### config.mk
export PLATFORM = sky130hd
export DESIGN_NAME = irq_flag_ctrl
export DESIGN_NICKNAME = d
export VERILOG_FILES = /design/src/rtl/irq_ctl_pkg.sv /design/src/rtl/irq_pin_edge.sv /design/src/rtl/irq_prio_pick.sv /design/src/rtl/irq_flag_ctrl.sv
export SDC_FILE = /design/constraint.sdc
export NUM_CORES = 1
export LEC_CHECK = 0
export BUFFER_PORTS_ARGS = -buffer_cell sky130_fd_sc_hd__buf_2
export CAP_MARGIN = 25
export CORE_AREA = 2 2 39 41
export CTS_BUF_LIST = sky130_fd_sc_hd__clkbuf_8
export DETAILED_ROUTE_END_ITERATION = 12
export DIE_AREA = 0 0 41 43
export GPL_TIMING_DRIVEN = 0
export PLACE_DENSITY = 0.58
export SYNTH_ARGS = -nofsm -noshare
export SYNTH_HDL_FRONTEND = slang
export SYNTH_SLANG_ARGS = --single-unit
### constraint.sdc
create_clock -name clk_i -period 1.3 [get_ports clk_i]
set_clock_uncertainty 0.05 [all_clocks]
set_input_delay 0.13 -clock clk_i [delete_from_list [all_inputs] [get_ports clk_i]]
set_output_delay 0.13 -clock clk_i [all_outputs]
set_load 0.01 [all_outputs]
### src/rtl/irq_ctl_pkg.sv
package irq_ctl_pkg;

    localparam int NSRC = 3;

    // source codes double as bit positions in the flag vectors
    typedef enum logic [1:0] {
        SRC_TMR8 = 2'd0,
        SRC_EXT  = 2'd1,
        SRC_ITV  = 2'd2,
        SRC_NONE = 2'd3
    } src_e;

    typedef struct packed {
        logic [NSRC-1:0] pend;
        logic [NSRC-1:0] en;
        logic            gie;
    } ctl_state_t;

endpackage

### src/rtl/irq_pin_edge.sv
module irq_pin_edge #(
    parameter int STAGES = 2,
    parameter bit RISING = 1'b1
) (
    input  logic clk_i,
    input  logic rst_ni,
    input  logic pin_i,
    output logic level_o,
    output logic edge_o
);
    localparam int W = STAGES + 1;

    typedef struct packed {
        logic [W-1:0] sh;
    } pin_state_t;

    pin_state_t st_d, st_q;

    always_comb begin
        st_d    = st_q;
        st_d.sh = {st_q.sh[W-2:0], pin_i};
    end

    always_ff @(posedge clk_i) begin
        if (!rst_ni) st_q <= '0;
        else         st_q <= st_d;
    end

    assign level_o = st_q.sh[STAGES-1];

    generate
        if (RISING) begin : g_rise
            assign edge_o = st_q.sh[STAGES-1] & ~st_q.sh[STAGES];
        end else begin : g_fall
            assign edge_o = ~st_q.sh[STAGES-1] & st_q.sh[STAGES];
        end
    endgenerate


    single_pulse_chk: assert property (@(posedge clk_i) disable iff (!rst_ni)
        edge_o |=> !edge_o);

endmodule

### src/rtl/irq_prio_pick.sv
module irq_prio_pick
    import irq_ctl_pkg::*;
(
    input  logic [NSRC-1:0] req_i,
    output src_e            idx_o
);
    always_comb begin
        if      (req_i[SRC_EXT])  idx_o = SRC_EXT;
        else if (req_i[SRC_TMR8]) idx_o = SRC_TMR8;
        else if (req_i[SRC_ITV])  idx_o = SRC_ITV;
        else                      idx_o = SRC_NONE;
    end
endmodule

### src/rtl/irq_flag_ctrl.sv
module irq_flag_ctrl
    import irq_ctl_pkg::*;
#(
    parameter int             SYNC_STAGES = 2,
    parameter bit             EDGE_RISING = 1'b1,
    parameter int             ADDR_W      = 4,
    parameter int             DATA_W      = 4,
    parameter logic [ADDR_W-1:0] STATUS_ADDR = 4'hF
) (
    input  logic              clk_i,
    input  logic              rst_ni,
    input  logic              tmr8_evt_i,
    input  logic              itv_evt_i,
    input  logic              ext_pin_i,
    input  logic              gie_set_i,
    input  logic              gie_clr_i,
    input  logic              en_we_i,
    input  logic [NSRC-1:0]   en_wdata_i,
    input  logic [ADDR_W-1:0] rd_addr_i,
    output logic [DATA_W-1:0] rd_data_o,
    output logic              irq_o,
    output logic [1:0]        irq_src_o,
    input  logic              ack_i
);
    ctl_state_t      st_d, st_q;
    logic            pin_level, pin_edge;
    logic [NSRC-1:0] set_vec, masked;
    src_e            win;
    logic            take;

    irq_pin_edge #(.STAGES(SYNC_STAGES), .RISING(EDGE_RISING)) u_pin (
        .clk_i  (clk_i),
        .rst_ni (rst_ni),
        .pin_i  (ext_pin_i),
        .level_o(pin_level),
        .edge_o (pin_edge)
    );

    irq_prio_pick u_pick (
        .req_i(masked),
        .idx_o(win)
    );

    always_comb begin
        set_vec          = '0;
        set_vec[SRC_TMR8] = tmr8_evt_i;
        set_vec[SRC_EXT]  = pin_edge;
        set_vec[SRC_ITV]  = itv_evt_i;
    end

    assign masked    = st_q.pend & st_q.en;
    assign irq_o     = st_q.gie & (|masked);
    assign irq_src_o = win;
    assign take      = ack_i & irq_o;

    always_comb begin
        st_d = st_q;
        if (en_we_i) st_d.en = en_wdata_i;
        for (int k = 0; k < NSRC; k++) begin
            if (take && (win == src_e'(k))) st_d.pend[k] = 1'b0;
            if (set_vec[k])                 st_d.pend[k] = 1'b1;
        end
        if (gie_set_i)        st_d.gie = 1'b1;
        if (gie_clr_i || take) st_d.gie = 1'b0;
    end

    always_ff @(posedge clk_i) begin
        if (!rst_ni) st_q <= '0;
        else         st_q <= st_d;
    end

    always_comb begin
        rd_data_o = '0;
        if (rd_addr_i == STATUS_ADDR) rd_data_o[0] = pin_level;
    end


    clr_masks_chk: assert property (@(posedge clk_i) disable iff (!rst_ni)
        gie_clr_i |=> !irq_o);


    ext_first_chk: assert property (@(posedge clk_i) disable iff (!rst_ni)
        masked[SRC_EXT] |-> (irq_src_o == SRC_EXT));


    none_code_chk: assert property (@(posedge clk_i) disable iff (!rst_ni)
        (masked == '0) |-> (irq_src_o == SRC_NONE));


    ack_ignored_chk: assert property (@(posedge clk_i) disable iff (!rst_ni)
        (ack_i && !irq_o) |=> (st_q.pend == $past(st_q.pend | set_vec)));

    generate
        for (genvar k = 0; k < NSRC; k++) begin : g_chk

            no_spurious_chk: assert property (@(posedge clk_i) disable iff (!rst_ni)
                (!st_q.pend[k] && !set_vec[k]) |=> !st_q.pend[k]);

            ack_clears_chk: assert property (@(posedge clk_i) disable iff (!rst_ni)
                (take && (win == src_e'(k)) && !set_vec[k]) |=> !st_q.pend[k]);

            set_beats_ack_chk: assert property (@(posedge clk_i) disable iff (!rst_ni)
                (take && (win == src_e'(k)) && set_vec[k]) |=> st_q.pend[k]);
        end
    endgenerate

endmodule

After elaboration in Yosys (flattened, before gate mapping)
Cells that the tools add are included.
{"block": "totals", "reg_bits": 10, "inputBits": 16, "output_inout_bits": 7, "word_cells": 35}
{"block": "op_classes", "eq_ne": 3, "muxes": 10, "n_bitwise": 6, "n_reduce_logical": 10}
{"cell": "$mux W1", "n": 8}
{"cell": "$reduce_bool A2 Y1", "n": 3}
{"cell": "$eq A4 B4 Y1 const B", "n": 1}
{"cell": "$mux W2", "n": 2}
{"cell": "$and A1 B1 Y1", "n": 3}
{"cell": "$and A3 B3 Y3", "n": 1}
{"cell": "$logic_and A1 B1 Y1", "n": 3}
{"cell": "$reduce_or A3 Y1", "n": 1}
{"cell": "$eq A2 B1 Y1 const B", "n": 1}
{"cell": "$eq A2 B2 Y1 const B", "n": 1}
{"cell": "$logic_not A2 Y1", "n": 1}
{"cell": "$not A1 Y1", "n": 2}
{"cell": "$reduce_or A2 Y1", "n": 1}
{"cell": "$logic_or A1 B1 Y1", "n": 1}

Longest topological paths before layout
{"block": "depth", "ltp_word": 8, "mapped_depth": 3, "mapped_depth_nobuf": 3}

Modules after synthesis
From an unflattened synthesis, not the netlist that was laid out.
{"block": "hier_totals", "hier_cells": 46, "hier_area_um2": 473.0}
{"mod": "irq_flag_ctrl", "n_inst": 1, "cells_per_inst": 37, "area_each_um2": 369.1, "seq_area_each_um2": 140.1}
{"mod": "irq_pin_edge", "n_inst": 1, "cells_per_inst": 7, "area_each_um2": 92.6, "seq_area_each_um2": 60.1}
{"mod": "irq_prio_pick", "n_inst": 1, "cells_per_inst": 2, "area_each_um2": 11.3, "seq_area_each_um2": 0.0}

Worst setup path after synthesis
Ideal clock, no wire load.
{"block": "synth_path", "path_kind": "flip-flop to flip-flop", "startpoint": "register st_q[1] (netlist bit)", "endpoint": "register st_q[0] (netlist bit)", "setup_time_ns": 0.087, "arrival_ns": 0.892, "required_ns": 1.163, "slack_ns": 0.271, "stages_incl_launch_ff": 4, "n_path_buf": 0, "period_less_slack_ns": 1.029, "cell_sequence": "dfxtp_1 a22oi_4 a21oi_2 nor4b_2"}
{"block": "synth_between", "elab_chain_cells": 6}
{"item": "start, declared", "line_no": "irq_flag_ctrl.sv:25", "source": "ctl_state_t st_d, st_q;"}
{"item": "start signal, assigned", "line_no": "irq_flag_ctrl.sv:69", "source": "else st_q <= st_d;"}
{"item": "$and A3 B3 Y3", "line_no": "irq_flag_ctrl.sv:51", "source": "assign masked = st_q.pend & st_q.en;"}
{"item": "$reduce_or A3 Y1", "line_no": "irq_flag_ctrl.sv:52", "source": "assign irq_o = st_q.gie & (|masked);"}
{"item": "$and A1 B1 Y1", "line_no": "irq_flag_ctrl.sv:52"}
{"item": "$and A1 B1 Y1", "line_no": "irq_flag_ctrl.sv:54", "source": "assign take = ack_i & irq_o;"}
{"item": "$logic_or A1 B1 Y1", "line_no": "irq_flag_ctrl.sv:64", "source": "if (gie_clr_i || take) st_d.gie = 1'b0;"}
{"item": "$reduce_or A2 Y1 (no source line)"}
Every way passes these cells.
A chain may end at the register's enable or synchronous reset.

Worst setup path after layout
{"block": "layout_path", "startpoint": "register st_q[4] (netlist bit)", "endpoint": "output irq_o"}
{"block": "layout_between", "elab_chain_cells": 3}
{"item": "$and A3 B3 Y3", "line_no": "irq_flag_ctrl.sv:51"}
{"item": "$reduce_or A3 Y1", "line_no": "irq_flag_ctrl.sv:52"}
{"item": "$and A1 B1 Y1", "line_no": "irq_flag_ctrl.sv:52"}
{"item": "end, declared", "line_no": "irq_flag_ctrl.sv:21", "source": "output logic irq_o,"}
Every way passes these cells.

==> flow_metrics.py <==
metrics = {
    "drt": {
        "vias_per_cell": 4.35,
        "avgRoutedWirePerCell_um": 9.48,
        "firstDrtPassIters": 2,
        "drt_iter0_drc": 9,
        "vias": 387,
        "finalWirelength_um": 844,
        "drc": 0,
        "ant_nets": 0,
    },
    "sta": {
        "hold_violations": 0,
        "post-route-min-period_ps": 1230,
        "setup_violations": 0,
        "maxSlewViolCount": 0,
        "tns_ps": 0,
        "worst_hold_slack_ps": 51.0,
        "rsz0062_at_grt": "no",
        "clock.fmax_mhz": 816,
        "finalCritPeriodShare_pct": 94.3,
    },
    "placement": {
        "dp_cells": 83,
        "placed_area_um2": 567,
        "port-buffer-count": 19,
        "gp_congestion": 0.737,
    },
    "setup_path": {
        "startpoint_type": "register",
        "cpPeakStageDelay_ps": 340,
        "required_ps": 1120,
        "path_class": "register to output port",
        "critical_path_arrival_ps": 1050,
        "rrSetupSlack_ps": 290,
        "endpoint_kind": "output port",
        "cp_cell_sequence": "a22oi_4, a21boi_0, buf_2",
        "critPathMaxFanout": 4,
        "crit_slowest_cell": "dfxtp_2",
    },
    "clocking": {
        "cts_tree": "done",
        "clk_pin_slew_worst_paths_ps": 50,
        "clock_path_buffers": 2,
        "cts_num_sinks": 10,
        "numCtsBuffers": 3,
        "root_buffer": "clkbuf_8",
        "cts_max_level": 1,
        "clk_latency_ps": 240,
    },
    "synth": {
        "synthMuxAreaShare_pct": 6.76,
        "synth_top_family_by_area": "simple AND/OR/NAND/NOR gates",
        "synthDistinctLibCells": 20,
        "async_flop_share_pct": 0,
        "netlist_area_um2": 444,
        "synth-seq-area-share_pct": 45.1,
        "synth_most_common_cell": "dfxtp_1",
        "synth_compound_area_share_pct": 19.4,
        "yosys.area_share.simple_pct": 21.1,
        "synth_edf_count": 0,
        "yosysWarnings": 0,
        "synthTopCellsByCount": "dfxtp_1, nand2_1",
        "syn_avg_cell_area_um2": 9.66,
        "synth_fa_ha_area_share_pct": 0,
        "yosysTopAreaCell": "dfxtp_1",
        "synthFlopType": "dfxtp_1",
        "synth_top_area_share_pct": 45.1,
        "synth_xor_area_share_pct": 0,
        "netlist_instances": 46,
        "ys_top_cells_by_area": "dfxtp_1, mux2i_1, buf_4",
        "ys_seq_elements": 10,
    },
    "layout": {
        "multi_input_area_um2": 221,
        "area_delta_synth_final_pct": 45.1,
        "finalNetCount": 90,
        "fill_cells": 138,
        "design_area_um2": 644,
        "layout-drive-gt1-share_pct": 46.6,
        "diodes": 0,
        "seqCellArea_um2": 205,
        "fin_cells": 89,
    },
    "grt": {
        "use_met3_pct": 9.42,
        "track_usage_pct": 12.9,
        "antenna_found_initial": 0,
        "overflow": 0,
        "grt_pass1_wl_mm": 1.43,
        "grt-busiest-layer": "met2",
        "grt_use_met1_pct": 13.5,
        "grt_pass1_vias": 362,
        "grt_max_degree": 11,
        "use_met2_pct": 17.8,
    },
    "power": {
        "power_frac_clock_pct": 47.8,
        "pwr-share-comb_pct": 10.1,
        "intPower_uw": 641,
        "power_uw": 811,
        "leakage_uw": 0.000317,
        "power_density_nw_per_um2": 1260,
        "seqPwrFrac_pct": 42.1,
        "switching_share_pct": 21.0,
        "power.net_switching_uw": 170,
        "vdd_drop_max_mv": 0.818,
    },
    "die": {
        "rows": 14,
        "io_pins": 23,
        "fp.coreArea_um2": 1380,
        "die_height_um": 43,
        "initial_core_util_pct": 32.1,
        "die_area_um2": 1760,
        "die_w_um": 41,
    },
    "run": {
        "cap_violations": 0,
    },
    "min_path": {
        "worstHoldPathType": "primary input to register",
    },
    "outcome": {
        "run_status": "finished clean",
    },
}
==> state kept, by name, summed over array words and instances (netlist names) <==
register and flops:
st_q 7, u_pin.st_q 3
==> path summary, 6_finish.rpt <==
kind | cells after the start | endpoint | from
worst max-delay path | 3 | irq_o | st_q[4]
worst min-delay path | 2 | u_pin.st_q[0] | ext_pin_i
worst max register to register | 3 | st_q[0] | st_q[4]
worst min register to register | 1 | u_pin.st_q[1] | u_pin.st_q[0]
==> power groups by stage <==
stage	registers (uW)	clock network, uW	logic, uW
CTS	339	401	78.9
global route	343	425	93.2
detailed placement	345	0	78.6
floorplan	342	0	44.4
finish	341	388	81.8
global placement	345	0	77.2
==> critical path, delay by kind of cell, from the launching register on <==
| family | cells | cell delay, ps |
|---|---|---|
| flops | 1 | 340 |
| compound gates | 2 | 330 |
| buf+inv | 1 | 140 |
==> layout by cell type, fill, tap and decap left out, types with 3 or more instances in the layout <==
cell / Yosys / final
nor2b_1: 3 / 3
mux2i_1: 3 / 3
dfxtp_2: 0 / 4
nand2_1: 4 / 4
conb_1: 1 / 3
clkbuf_8: 0 / 4
o21ai_0: 3 / 3
dfxtp_1: 10 / 6
buf_2: 0 / 19
and2_1: 3 / 3
buf_4: 3 / 4
==> through the flow <==
step                      setup slack, ps  util, %
after CTS                            28.6     44.9
after global placement                257     41.0
after detailed placement              244     41.0
after global routing                 7.12     46.6
final                                74.6     46.6
after floorplan                       271        -
==> routing by layer <==
| layer | vias to the layer above | part of all wire [%] |
|---|---|---|
| met5 | - | 0 |
| met4 | 0 | 1.7 |
| met3 | 2 | 7.3 |
| met2 | 14 | 48 |
| met1 | 166 | 43 |
| li1 | 205 | - |
==> layout make-up <==
class | instances | share of cell area, %
timing repair buffer | 21 | 17.5
buffer | 3 | 3.50
multi-input combinational | 33 | 34.4
sequential | 10 | 31.8
tap | 16 | 3.11
clock buffer | 4 | 8.54
inverter | 2 | 1.17
==> cells by family after synthesis <==
group                  count (synthesis)
AO/OA/AOI/OAI                         11
flip-flops                            10
multiplexers                           3
buffers and inverters                  5
other                                  1
AND/OR/NAND/NOR                       16
==> timing repair <==
action                                  4_1_cts  5_1_grt
hold endpoints to repair                      0        1
hold buffers                                  0        1
endpoints found under the setup margin        0        1
setup buffers                                 0        1
resized for setup                             0        4
(Power assumes the default switching activity.)
